$ cat src/rtl/sparse_expand_pkg.sv
// Package: shared types and constants for the sparse operand expander.
// Assumes: index fields are 2 bits wide (four slots per group).
package sparse_expand_pkg;

    // Sparsity pattern carried with each beat.
    typedef enum logic {
        MODE_ELEM = 1'b0,   // two of four byte elements kept
        MODE_PAIR = 1'b1    // two of four nibble pairs kept
    } sparse_mode_e;

    localparam int IDX_W   = 2;            // width of one slot index
    localparam int SLOTS   = 1 << IDX_W;   // slots per dense group
    localparam int KEPT    = 2;            // slots kept per group
    localparam int META_W  = KEPT * IDX_W; // metadata bits per group

endpackage

$ cat src/rtl/sparse_meta_check.sv
// Module: sparse_meta_check
// Splits one group's metadata into its low and high slot index and decides
// whether the pair is legal (strictly ascending).
// Assumes: metadata low field is the first kept slot, high field the second.
module sparse_meta_check
    import sparse_expand_pkg::*;
(
    input  logic [META_W-1:0] meta,
    output logic [IDX_W-1:0]  lo_idx,
    output logic [IDX_W-1:0]  hi_idx,
    output logic              legal
);

    // Field split and ordering rule.
    always_comb begin
        lo_idx = meta[IDX_W-1:0];
        hi_idx = meta[META_W-1:IDX_W];
        legal  = (hi_idx > lo_idx);
    end

endmodule

$ cat src/rtl/sparse_lane_expand.sv
// Module: sparse_lane_expand
// Expands one compressed group into its dense form in either mode.
// Element mode places two BYTE_W values; pair mode places two pairs of
// BYTE_W/2 values, the first of each pair into the lower element.
// Illegal metadata gives an all-zero group and raises err.
// Assumes: BYTE_W is even; purely combinational.
module sparse_lane_expand
    import sparse_expand_pkg::*;
#(
    parameter int BYTE_W = 8
) (
    input  logic                    mode,
    input  logic [KEPT*BYTE_W-1:0]  cmp,
    input  logic [META_W-1:0]       meta,
    output logic [SLOTS*BYTE_W-1:0] dense,
    output logic                    err
);

    localparam int NIB_W  = BYTE_W / 2;
    localparam int NIBS   = 2 * SLOTS;
    localparam int DNS_W  = SLOTS * BYTE_W;

    logic [IDX_W-1:0] lo_idx;
    logic [IDX_W-1:0] hi_idx;
    logic             legal;
    logic [DNS_W-1:0] elem_dense;
    logic [DNS_W-1:0] pair_dense;

    sparse_meta_check i_check (
        .meta   (meta),
        .lo_idx (lo_idx),
        .hi_idx (hi_idx),
        .legal  (legal)
    );

    // Element mode: one wide value per selected slot.
    for (genvar k = 0; k < SLOTS; k++) begin : g_elem
        always_comb begin
            if (lo_idx == IDX_W'(k))
                elem_dense[k*BYTE_W +: BYTE_W] = cmp[0 +: BYTE_W];
            else if (hi_idx == IDX_W'(k))
                elem_dense[k*BYTE_W +: BYTE_W] = cmp[BYTE_W +: BYTE_W];
            else
                elem_dense[k*BYTE_W +: BYTE_W] = '0;
        end
    end

    // Pair mode: narrow element j belongs to pair j/2, half j%2.
    for (genvar j = 0; j < NIBS; j++) begin : g_pair
        localparam int PAIR = j / 2;
        localparam int HALF = j % 2;
        always_comb begin
            if (lo_idx == IDX_W'(PAIR))
                pair_dense[j*NIB_W +: NIB_W] = cmp[HALF*NIB_W +: NIB_W];
            else if (hi_idx == IDX_W'(PAIR))
                pair_dense[j*NIB_W +: NIB_W] = cmp[(2+HALF)*NIB_W +: NIB_W];
            else
                pair_dense[j*NIB_W +: NIB_W] = '0;
        end
    end

    // Mode select and illegal-metadata blanking.
    always_comb begin
        err = !legal;
        if (!legal)
            dense = '0;
        else if (sparse_mode_e'(mode) == MODE_PAIR)
            dense = pair_dense;
        else
            dense = elem_dense;
    end

endmodule

$ cat src/rtl/sparse_out_stage.sv
// Module: sparse_out_stage
// One-entry registered stage on a valid/ready stream. It accepts a new
// payload whenever it is empty or its payload is leaving this cycle.
// Assumes: the consumer samples out_payload only while out_valid is high.
module sparse_out_stage #(
    parameter int W = 8
) (
    input  logic         clk,
    input  logic         rst_n,
    input  logic         in_valid,
    output logic         in_ready,
    input  logic [W-1:0] in_payload,
    output logic         out_valid,
    input  logic         out_ready,
    output logic [W-1:0] out_payload
);

    // Ready when the register is empty or is being drained.
    always_comb in_ready = !out_valid || out_ready;

    // Occupancy flag.
    always_ff @(posedge clk) begin
        if (!rst_n)
            out_valid <= 1'b0;
        else if (in_ready)
            out_valid <= in_valid;
    end

    // Payload capture on an accepted beat.
    always_ff @(posedge clk) begin
        if (!rst_n)
            out_payload <= '0;
        else if (in_valid && in_ready)
            out_payload <= in_payload;
    end

    // a stalled beat stays put.
    assert_stall_hold_R8: assert property (@(posedge clk) disable iff (!rst_n)
        (out_valid && !out_ready) |=> (out_valid && $stable(out_payload)));

    // an empty stage always takes a beat.
    assert_empty_accepts_R7: assert property (@(posedge clk) disable iff (!rst_n)
        !out_valid |-> in_ready);

    // an accepted beat is presented in the next cycle.
    assert_accept_presents_R7: assert property (@(posedge clk) disable iff (!rst_n)
        (in_valid && in_ready) |=> out_valid);

endmodule

$ cat src/rtl/sparse_expander.sv
// Module: sparse_expander (top)
// Expands LANES compressed sparse groups per beat into dense groups, in
// element (2-of-4) or pair (2-of-4 pairs of half-width values) mode, and
// flags illegal metadata per lane. Output is registered: latency one cycle.
// Assumes: all lanes of one beat share the mode bit.
module sparse_expander
    import sparse_expand_pkg::*;
#(
    parameter int LANES  = 2,
    parameter int BYTE_W = 8
) (
    input  logic                            clk,
    input  logic                            rst_n,
    input  logic                            in_valid,
    output logic                            in_ready,
    input  logic                            in_mode,
    input  logic [LANES*KEPT*BYTE_W-1:0]    in_data,
    input  logic [LANES*META_W-1:0]         in_meta,
    output logic                            out_valid,
    input  logic                            out_ready,
    output logic                            out_mode,
    output logic [LANES*SLOTS*BYTE_W-1:0]   out_data,
    output logic [LANES-1:0]                out_err
);

    localparam int CMP_W = KEPT * BYTE_W;
    localparam int DNS_W = SLOTS * BYTE_W;
    localparam int PAY_W = 1 + LANES + LANES * DNS_W;

    logic [LANES*DNS_W-1:0] lane_dense;
    logic [LANES-1:0]       lane_err;
    logic [PAY_W-1:0]       stage_in;
    logic [PAY_W-1:0]       stage_out;

    // One expander per lane on its own slice.
    for (genvar l = 0; l < LANES; l++) begin : g_lane
        logic [SLOTS-1:0] slot_nz;

        sparse_lane_expand #(.BYTE_W(BYTE_W)) i_lane (
            .mode  (in_mode),
            .cmp   (in_data[l*CMP_W +: CMP_W]),
            .meta  (in_meta[l*META_W +: META_W]),
            .dense (lane_dense[l*DNS_W +: DNS_W]),
            .err   (lane_err[l])
        );

        // Nonzero flag per byte slot (a slot is also one nibble pair).
        for (genvar k = 0; k < SLOTS; k++) begin : g_nz
            always_comb slot_nz[k] = |lane_dense[l*DNS_W + k*BYTE_W +: BYTE_W];
        end

        // at most two of four slots (elements or pairs) carry data.
        assert_two_slots_R3: assert property (@(posedge clk) disable iff (!rst_n)
            in_valid |-> ($countones(slot_nz) <= KEPT));

        // a flagged lane leaves the stage as an all-zero group.
        assert_err_blank_R5: assert property (@(posedge clk) disable iff (!rst_n)
            (in_valid && in_ready && lane_err[l])
            |=> (out_err[l] && (out_data[l*DNS_W +: DNS_W] == '0)));
    end

    // Pack mode, flags and dense data into the stage payload.
    always_comb stage_in = {in_mode, lane_err, lane_dense};

    sparse_out_stage #(.W(PAY_W)) i_stage (
        .clk         (clk),
        .rst_n       (rst_n),
        .in_valid    (in_valid),
        .in_ready    (in_ready),
        .in_payload  (stage_in),
        .out_valid   (out_valid),
        .out_ready   (out_ready),
        .out_payload (stage_out)
    );

    // Unpack the registered payload onto the ports.
    always_comb begin
        out_mode = stage_out[PAY_W-1];
        out_err  = stage_out[LANES*DNS_W +: LANES];
        out_data = stage_out[LANES*DNS_W-1:0];
    end

    // the mode presented is the mode of the beat accepted a cycle ago.
    assert_mode_follows_R6: assert property (@(posedge clk) disable iff (!rst_n)
        (in_valid && in_ready) |=> (out_mode == $past(in_mode)));

endmodule

$ cat config.mk
export PLATFORM = sky130hd
export DESIGN_NAME = sparse_expander
export DESIGN_NICKNAME = d
export VERILOG_FILES = /design/src/rtl/sparse_expand_pkg.sv /design/src/rtl/sparse_meta_check.sv /design/src/rtl/sparse_lane_expand.sv /design/src/rtl/sparse_out_stage.sv /design/src/rtl/sparse_expander.sv
export SDC_FILE = /design/constraint.sdc
export NUM_CORES = 1
export LEC_CHECK = 0
export BUFFER_PORTS_ARGS = -buffer_cell sky130_fd_sc_hd__buf_2
export CAP_MARGIN = 10
export CORE_MARGIN = 8
export CORE_UTILIZATION = 38
export CTS_BUF_LIST = sky130_fd_sc_hd__clkbuf_4 sky130_fd_sc_hd__clkbuf_8
export CTS_CLUSTER_DIAMETER = 50
export CTS_CLUSTER_SIZE = 14
export DETAILED_ROUTE_END_ITERATION = 6
export GPL_TIMING_DRIVEN = 0
export PLACE_DENSITY_LB_ADDON = 0.08
export SYNTH_ARGS = -nofsm -noshare
export SYNTH_HDL_FRONTEND = slang
export SYNTH_SLANG_ARGS = --single-unit
$ cat constraint.sdc
create_clock -name clk -period 1.9 [get_ports clk]
set_input_delay 0.095 -clock clk [delete_from_list [all_inputs] [get_ports clk]]
set_output_delay 0.095 -clock clk [all_outputs]
set_load 0.05 [all_outputs]
Yosys cells after proc, flatten, opt, wreduce, memory -nomap -nowiden --
Cells that the tools add are included.
Storage, ports and cells: bits in registers 68, bits of input ports 45, output and inout bits 69, logic and storage cells 77
Cells by class: $lt $le $gt $ge 2, equal/unequal tests 12, mux-type cells 52, reduce and logical (&&, ||, !) cells 9
Operators with widths (count):
- $mux 32 | 4
- $mux 4 | 32
- $mux 8 | 16
- $eq 2x2->1 const B | 8
- $eq 2x1->1 const B | 4
- $logic_not 2->1 | 4
- $gt 2x2->1 | 2
- $logic_not 1->1 | 3
- $logic_and 1x1->1 | 1
- $logic_or 1x1->1 | 1

Depth between registers and ports, before layout --
Gate-level depths: netlist (run 1).
depth after elaboration 5, mapped depth 7, mapped depth without buffers 5

Cells and area by module --
Synthesis (run 1) repeated with hierarchy kept, for this count alone.
Second synthesis, totals: cells, all modules 510, area total of the unflattened synthesis 4383.0 um^2
By module, submodules not included:
- sparse_out_stage | times used 1, cells each 296, area an instance 2698.8 um^2, seq. area each 1361.3 um^2
- sparse_lane_expand | times used 2, cells each 97, area an instance 764.5 um^2, seq. area each 0.0 um^2
- sparse_meta_check | times used 2, cells each 10, area an instance 77.6 um^2, seq. area each 0.0 um^2

Least setup slack after synthesis (run 1) --
No wires, ideal clock.
path type register -> register, start register i_stage.out_valid, end register i_stage.out_payload[32], library setup time 124 ps, arrival time 1482 ps, required time 1776 ps, path slack 293 ps, cell stages (with the launch flop) 6, buffers on the path 1, clock period less this slack 1607 ps, path through dfxtp_1 > nor2b_4 > inv_6 > nand3_4 > buf_6 > o32ai_2
On the way: cells in the longest elaborated chain, start to end 3
RTL lines:
- start: declaration | line sparse_out_stage.sv:13 | output logic out_valid,
- start signal: assignment | line sparse_out_stage.sv:26 | out_valid <= in_valid;
- $logic_not 1->1 | line sparse_out_stage.sv:19 | always_comb in_ready = !out_valid || out_ready;
- $logic_or 1x1->1 | line sparse_out_stage.sv:19
- via in_ready | line sparse_expander.sv:15 | output logic in_ready,
- $logic_and 1x1->1 | line sparse_out_stage.sv:33 | else if (in_valid && in_ready)
- end signal: assignment | line sparse_out_stage.sv:34 | out_payload <= in_payload;
- end: declaration | line sparse_out_stage.sv:15 | output logic [W-1:0] out_payload
The timed path passes the listed nets, and every way through them passes these cells. A chain may end at the register's enable or synchronous reset.

Final worst setup path (run 1) --
start input port in_meta[1], end register i_stage.out_payload[15]
On the way: cells in the longest elaborated chain, start to end 4, elaborated cells between the ends (all ways) 6, classes of those cells order compare (1); eq/ne (1); mux (4)
RTL lines:
- start: declaration | line sparse_expander.sv:18 | input logic [LANES*META_W-1:0] in_meta,
- $eq 2x1->1 | line sparse_lane_expand.sv:39, sparse_lane_expand.sv:53
- $mux 8 or $mux 4 (tied branches) | line sparse_lane_expand.sv:39, sparse_lane_expand.sv:53
- $mux 32 | line sparse_lane_expand.sv:67 | else if (sparse_mode_e'(mode) == MODE_PAIR)
- $mux 32 * | line sparse_lane_expand.sv:65 | if (!legal)
Mark *: on every way between the ends. The rest lies on a longest branch, timed or not.

==> impl_results.md, run 1 <==
* Setup slack at placement at -0.120 ns
* CP max-delay cell: o21ai_1
* Max-slew violation count at 0
* Worst hold start: in_valid
* Worst hold path stage count at 3
* Final Worst Setup Slack at 0.253 ns
* Max Cap Viol at 0
* Area contributors post-synth: dfxtp_1 36%, o32ai_1 10%, a31oi_1 9.2%
* Critical path endpoint category: flip-flop
* Synth top cells by count: 68 x dfxtp_1, 68 x nand2_1, 56 x a31oi_1, 45 x o32ai_1, 32 x and3b_1
* Layout area overhead at 25.9%
* Clock sinks at 68
* CTS clk-pin slew, worst paths at approximately 0.080 ns
* Leakage at 2.08 nW
* Initial core utilization at approximately two fifths
* Htree depth at 3
* FP Rows at 36
* Critical path required time at 2.13 ns
* Clk pwr share at 39.4%
* Reg-to-Reg End: i_stage.out_payload[48]$_SDFFE_PN0P_
* Seq pwr share at 39.1%
* VDD IR max at 0.000385 V
* Avg Vias per Cell at 5.79
* Longest Clk Path Bufs at 2
* Post-synthesis async set-or-reset flop share at 0%
* 1st-iter DRT viols at around 240
* CP Max Fanout at 10
* Crit path kind: input pin to flip-flop
* Startpoint Class: input pin
* Inst Count DP at 659
* GRT overflow at 0
* Netlist Area Pre-Place at approximately 3800 sq um
* Period utilisation layout at 86.7%
* Vias in the first global route at 3,995
* RD Place Congestion at between 0.9 and 1
* Power density over cell area at 794 nW/um^2
* CP peak stage delay at 0.45 ns
* Reg2Reg Launch Point: i_stage.out_valid$_SDFFE_PN0N_
* Initial antenna violation count at 0
* Synth Warn # at 0
* Clock Skew at 0.00829 ns
* Synth Area per Inst at 9.19 sq um
* ANT cells at 0
* Count of unique library cells instantiated by Yosys at 33
* Reg2Reg Depth at 5
* Chip height at 116 um
* Synth Flop Type: dfxtp_1
* Seq/Total Area, Yosys at 35.8%
* FMAX at about 600 MHz
* Final instance area at 4790 sq um
* Worst slew margin at between 60% and 70%
* HP Class: input pin to flip-flop
* All-layer global routing usage at 20.1%
* CTS tree: done
* Setup-failing EPs final at 0
* P_int at 2.63 mW
* CORE AREA at 9730 sq um
* P_sw at 1.18 mW
* PortBufs at 112
* First-pass GRT wire length at 21.1 mm
* Part of the power in combinational logic at between 20 and 25%
* Biggest area consumer among synthesized cells: dfxtp_1
* Routed wire per std cell at 20.0 um
* Worst-path cell chain: buf_2, buf_2, inv_1, ha_1, nor2b_1, o21ai_1, buf_2, o32ai_1
* Largest net degree at the start of global routing at 13
* DP Area at 4530 sq um
* # DRC at 0
* Yosys reg bits at 68
* Fin Hold WS at between 0.06 and 0.07 ns
* Mapped Cells at 414
* Synthesized net count at 463
* Full die area at between 10,000 and 15,000 sq um
* WHS Endpoint: i_stage.out_payload[66]$_SDFFE_PN0P_
* EDFF count, synth at 0
* DPL Wire Length at ~10 mm
* Outcome: complete, no violations
* Hold Fails Final Rpt at 0
* Fin cells at 676
* Min cycle time layout at 1.65 ns
* Delay-heaviest family, CP: buffers and inverters
* Switching part of the total at 31.0%
* CTS buffer count at 9
* Arrival time of the worst setup path at between 1.5 and 2 ns
* Unrepaired setup endpoints after global routing: false
* Setup TNS at 0 ns
* Root Buffer: clkbuf_8
* ANT nets after route at 0
* CP most frequent cell: buf_2
* WP buf/inv at 4
* Post-CTS sizing at 0
* FF-to-FF setup slack at 0.57 ns
* Share of cells above drive strength 1 at ~35%
* TritonRoute pass-1 iters at 4
* Tightest Pin Transition at approximately 0.56 ns
* Total length of routed wires at ~13 mm
* Worst skew pair latency at between 0.3 and 0.4 ns
* Yosys top cell area share at a little over a third
* Layout Nets at between 500 and 600
* Number of I/O pins at 114
* Vias at approximately 3,900
* Die width at between 100 and 150 um
## layout make-up
type / count / area (sq um)
fill: 1006 / 4940
clock inverter: 6 / 111
buffer: 46 / 272
tap: 133 / 166
multi-input combinational: 293 / 2140
timing repair buffer: 113 / 571
sequential: 68 / 1360
inverter: 7 / 31.3
clock buffer: 10 / 138
## logic make-up (layout without fill, tap and decap cells)
logic type               after synthesis  count (layout)  share of synthesized area [%]
AND/OR/NAND/NOR                      152             152                           23.7
multiplexers                           4               4                           1.05
flip-flops                            68              68                           35.8
buffers and inverters                 53             182                           7.96
adder cells (fa/ha/maj)                4               4                           1.31
AO/OA/AOI/OAI                        133             133                           30.2
## flip-flops by register name (all words and copies together), names as in the netlist
| signal | count |
|---|---|
| i_stage.out_payload | 67 |
| i_stage.out_valid | 1 |
## worst reg2reg max path: cells and delay by family (launching register included)
kind            cells  cell delay, ns
compound gates      1            0.28
buf+inv             2            0.29
flops               1            0.31
simple gates        2            0.34
## metrics by stage
step / power, mW / util [%]
after global placement: 2.33 / 46.6
after CTS: 3.84 / 49.3
after global routing: 3.97 / 49.3
final: 3.81 / 49.3
after floorplan: 2.07 / -
after detailed placement: 2.33 / 46.6
## power groups by stage
stage / logic, mW / clock network [mW] / registers (mW)
6_report: 0.821 / 1.50 / 1.49
3_3_place_gp: 0.808 / 0 / 1.52
2_1_floorplan: 0.405 / 0 / 1.66
5_1_grt: 0.875 / 1.60 / 1.49
4_1_cts: 0.819 / 1.54 / 1.49
3_5_place_dp: 0.815 / 0 / 1.52
## placed cells by master, fill, tap and decap left out, types with 3 or more instances in the layout
cell / Yosys / layout
buf_2: 19 / 131
nand2_1: 68 / 68
dfxtp_1: 68 / 68
a31oi_1: 56 / 56
o32ai_1: 45 / 45
and3b_1: 32 / 32
o32ai_2: 19 / 19
nor3b_1: 16 / 16
and3_1: 16 / 16
clkbuf_1: 11 / 11
clkbuf_8: 0 / 10
buf_4: 7 / 7
inv_1: 6 / 6
buf_6: 6 / 6
nand2b_1: 4 / 4
and2b_1: 4 / 4
mux2i_1: 4 / 4
a41oi_1: 4 / 4
ha_1: 4 / 4
clkbuf_2: 3 / 3
bufinv_16: 0 / 3
## routing by layer
metal  share of wire [%]  track usage [%]
met1                  43             24.3
met2                  48             33.8
met3                 7.5             5.63
met4                 1.4             5.79
met5                   0                0
## worst max-delay path by stage
stage	start	endpoint	cells after the start
after floorplan	i_stage.out_valid$_SDFFE_PN0N_	i_stage.out_payload[32]$_SDFFE_PN0P_	5
after global placement	in_meta[1]	i_stage.out_payload[14]$_SDFFE_PN0P_	8
after detailed placement	in_meta[1]	i_stage.out_payload[17]$_SDFFE_PN0P_	8
after CTS	in_meta[1]	i_stage.out_payload[15]$_SDFFE_PN0P_	8
after global routing	in_meta[1]	i_stage.out_payload[17]$_SDFFE_PN0P_	8
final	in_meta[1]	i_stage.out_payload[15]$_SDFFE_PN0P_	8
## timing repair
item                                   in CTS  in global routing
setup buffers                               0                  0
hold buffers                                1                  0
setup endpoints to repair                   0                  0
endpoints found under the hold margin       1                  0
(Power assumes the default switching activity.)
==> inputs of run 2 (changes only) <==
CORE_ASPECT_RATIO = 0.7   (was default)
==> run 2 against run 1 <==
Compared with the run above:
- register-to-register slack lost 0.02 ns
- flip-flop and latch count is the same
- final area shrank 2.0%
- first-iteration DRC count shrank 5.4%
- worst setup slack lost 0.060 ns
- critical path depth is the same
- final cell count shrank 1.3%
==> impl_results.md, run 2 (synthesized netlist as in run 1, its figures left out) <==
* Post-layout util at 48.3% (-0.97 points)
* Layout Nets at 586 (-0.17%)
* Worst-path cell chain: buf_2, buf_2, inv_1, ha_1, nor2b_1, o21ai_1, buf_2, o32ai_1
* CP most frequent cell: buf_2
* Number of I/O pins at 114 (unchanged)
* Max reg flops at 67 (unchanged)
* First-pass GRT wire length at 21.4 mm (+1.5%)
* FMAX at 586 MHz (-3.5%)
* CTS tree: done
* Leakage at 2.04 nW (-2.0%)
* WP buf/inv at 4 (unchanged)
* Startpoint Class: input pin
* TritonRoute pass-1 iters at 4 (unchanged)
* Crit path kind: input pin to flip-flop
* Arrival time of the worst setup path at 1.93 ns (+0.06 ns)
* Power density over cell area at 721 nW/um^2 (-9.2%)
* Clock sinks at 68 (unchanged)
* DPL Wire Length at 10.4 mm (+4.6%)
* # DRC at 0 (unchanged)
* Delay-heaviest family, CP: buffers and inverters
* PortBufs at 112 (unchanged)
* Tightest Pin Transition at 0.601 ns (+0.0433 ns)
* CORE AREA at 9720 sq um (about the same)
* Max-slew violation count at 0 (unchanged)
* All-layer global routing usage at 20.1% (+0.056 points)
* ANT cells at 0 (unchanged)
* Clock Skew at 0.00885 ns (+0.000561 ns)
* Full die area at 13,500 sq um (+0.38%)
* Fin Hold WS at 0.0312 ns (-0.0323 ns)
* Max Cap Viol at 0 (unchanged)
* Outcome: complete, no violations
* GRT overflow at 0 (unchanged)
* DP Area at 4530 sq um (-0.14%)
* HP Class: input pin to flip-flop
* Period utilisation layout at 89.8% (+3.2 points)
* Initial core utilization at 39.2% (about the same)
* CTS buffer count at 9 (unchanged)
* Critical path required time at 2.12 ns (about the same)
* Hold-fix buffers, CTS at 0 (-1)
* Total length of routed wires at 13.9 mm (+2.9%)
* CP max-delay cell: o21ai_1
* Commonest non-fill, non-tap cells in the layout: 131 x buf_2, 68 x nand2_1, 68 x dfxtp_1
* Htree depth at 3 (unchanged)
* 1st-iter DRT viols at 229 (-5.4%)
* CP peak stage delay at 0.48 ns (+0.03 ns)
* Post-CTS sizing at 0 (unchanged)
* Post-CTS setup buffer count at 0 (unchanged)
* Initial antenna violation count at 0 (unchanged)
* Root Buffer: clkbuf_8
* CP Max Fanout at 10 (unchanged)
* Vias at 3,862 (-1.3%)
* Worst skew pair latency at 0.34 ns (about the same)
* Setup slack at placement at -0.196 ns (-0.0755 ns)
* Setup-failing EPs final at 0 (unchanged)
* Min cycle time layout at 1.71 ns (+0.0604 ns)
* Most flop-heavy register: i_stage.out_payload
* Die width at 136 um (+17%)
* Unrepaired setup endpoints after global routing: false
* Longest Clk Path Bufs at 2 (unchanged)
* Layout area overhead at 23.3%
* Largest regs: i_stage.out_payload (67), i_stage.out_valid (1)
* Inst Count DP at 654 (-0.76%)
* Avg Vias per Cell at 5.79 (about the same)
* ANT nets after route at 0 (unchanged)
* Largest net degree at the start of global routing at 11 (-2)
* Fin cells at 667 (-1.3%)
* Vias in the first global route at 3,813 (-4.6%)
* Critical path endpoint category: flip-flop
* Worst slew margin at 59.7% (-2.9 points)
* VDD IR max at 0.000335 V (-13%)
* Hold Fails Final Rpt at 0 (unchanged)
* Share of cells above drive strength 1 at 34.5% (-0.11 points)
* Most common cell after layout, fill and taps aside: buf_2
* CTS clk-pin slew, worst paths at 0.07 ns (about the same)
* RD Place Congestion at 0.934 (+0.19%)
* Chip height at 99.7 um (-14%)
* Final Worst Setup Slack at 0.193 ns (-0.0604 ns)
* Routed wire per std cell at 20.8 um (+4.3%)
* Final instance area at 4690 sq um (-2.0%)
* FP Rows at 30 (-17%)
-- run 2: changes by cell type in the layout (fill, tap and decap cells not counted), sizes merged --
cell	previous run	this run
clkinv	2	1
clkbuf	24	25
dlygate4sd3	1	0
bufinv	3	0
-- run 2: per-layer routing --
metal	global-route usage [%]	vias up	wire, um
met2	26.5	146	5610
met3	8.31	19	1340
met4	6.38	0	228
met5	0	-	0
met1	28.4	1836	6720
li1	-	1861	-
-- run 2: final cells by class --
class	count	area (sq um)
clock buffers	11	151
repair buffers	112	561
plain buffers	46	272
flip-flops and latches	68	1360
multi-input cells	293	2150
fillers	978	5030
well taps	128	160
inverters	7	31.3
clock inverters	2	12.5
-- run 2: metrics by stage --
step                      power [mW]  TNS (ns)
after floorplan                 2.07         0
after detailed placement        2.34     -7.18
final                           3.39         0
after CTS                       3.41         0
after global placement          2.33     -4.75
after global routing            3.54         0
-- run 2: worst paths after layout --
kind | from | end | slack, ns | cells after the start
worst max register to register | i_stage.out_valid$_SDFFE_PN0N_ | i_stage.out_payload[23]$_SDFFE_PN0P_ | 0.55 | 5
worst max-delay path | in_meta[1] | i_stage.out_payload[13]$_SDFFE_PN0P_ | 0.19 | 8
worst min register to register | i_stage.out_payload[17]$_SDFFE_PN0P_ | i_stage.out_payload[17]$_SDFFE_PN0P_ | 0.47 | 2
worst min-delay path | in_mode | i_stage.out_payload[66]$_SDFFE_PN0P_ | 0.03 | 3
-- run 2: where the power goes --
part,total (mW),internal (mW),switching (mW)
logic,0.832,0.252,0.580
registers,1.49,1.47,0.0208
clock network,1.07,0.521,0.546
total,3.39,2.24,1.15
-- run 2: worst reg2reg max path, cell delays in order, from the launching register on --
cell,delay [ns]
dfxtp_1,0.31
nor2b_4,0.16
inv_6,0.08
nand3_4,0.18
buf_6,0.21
o32ai_1,0.32
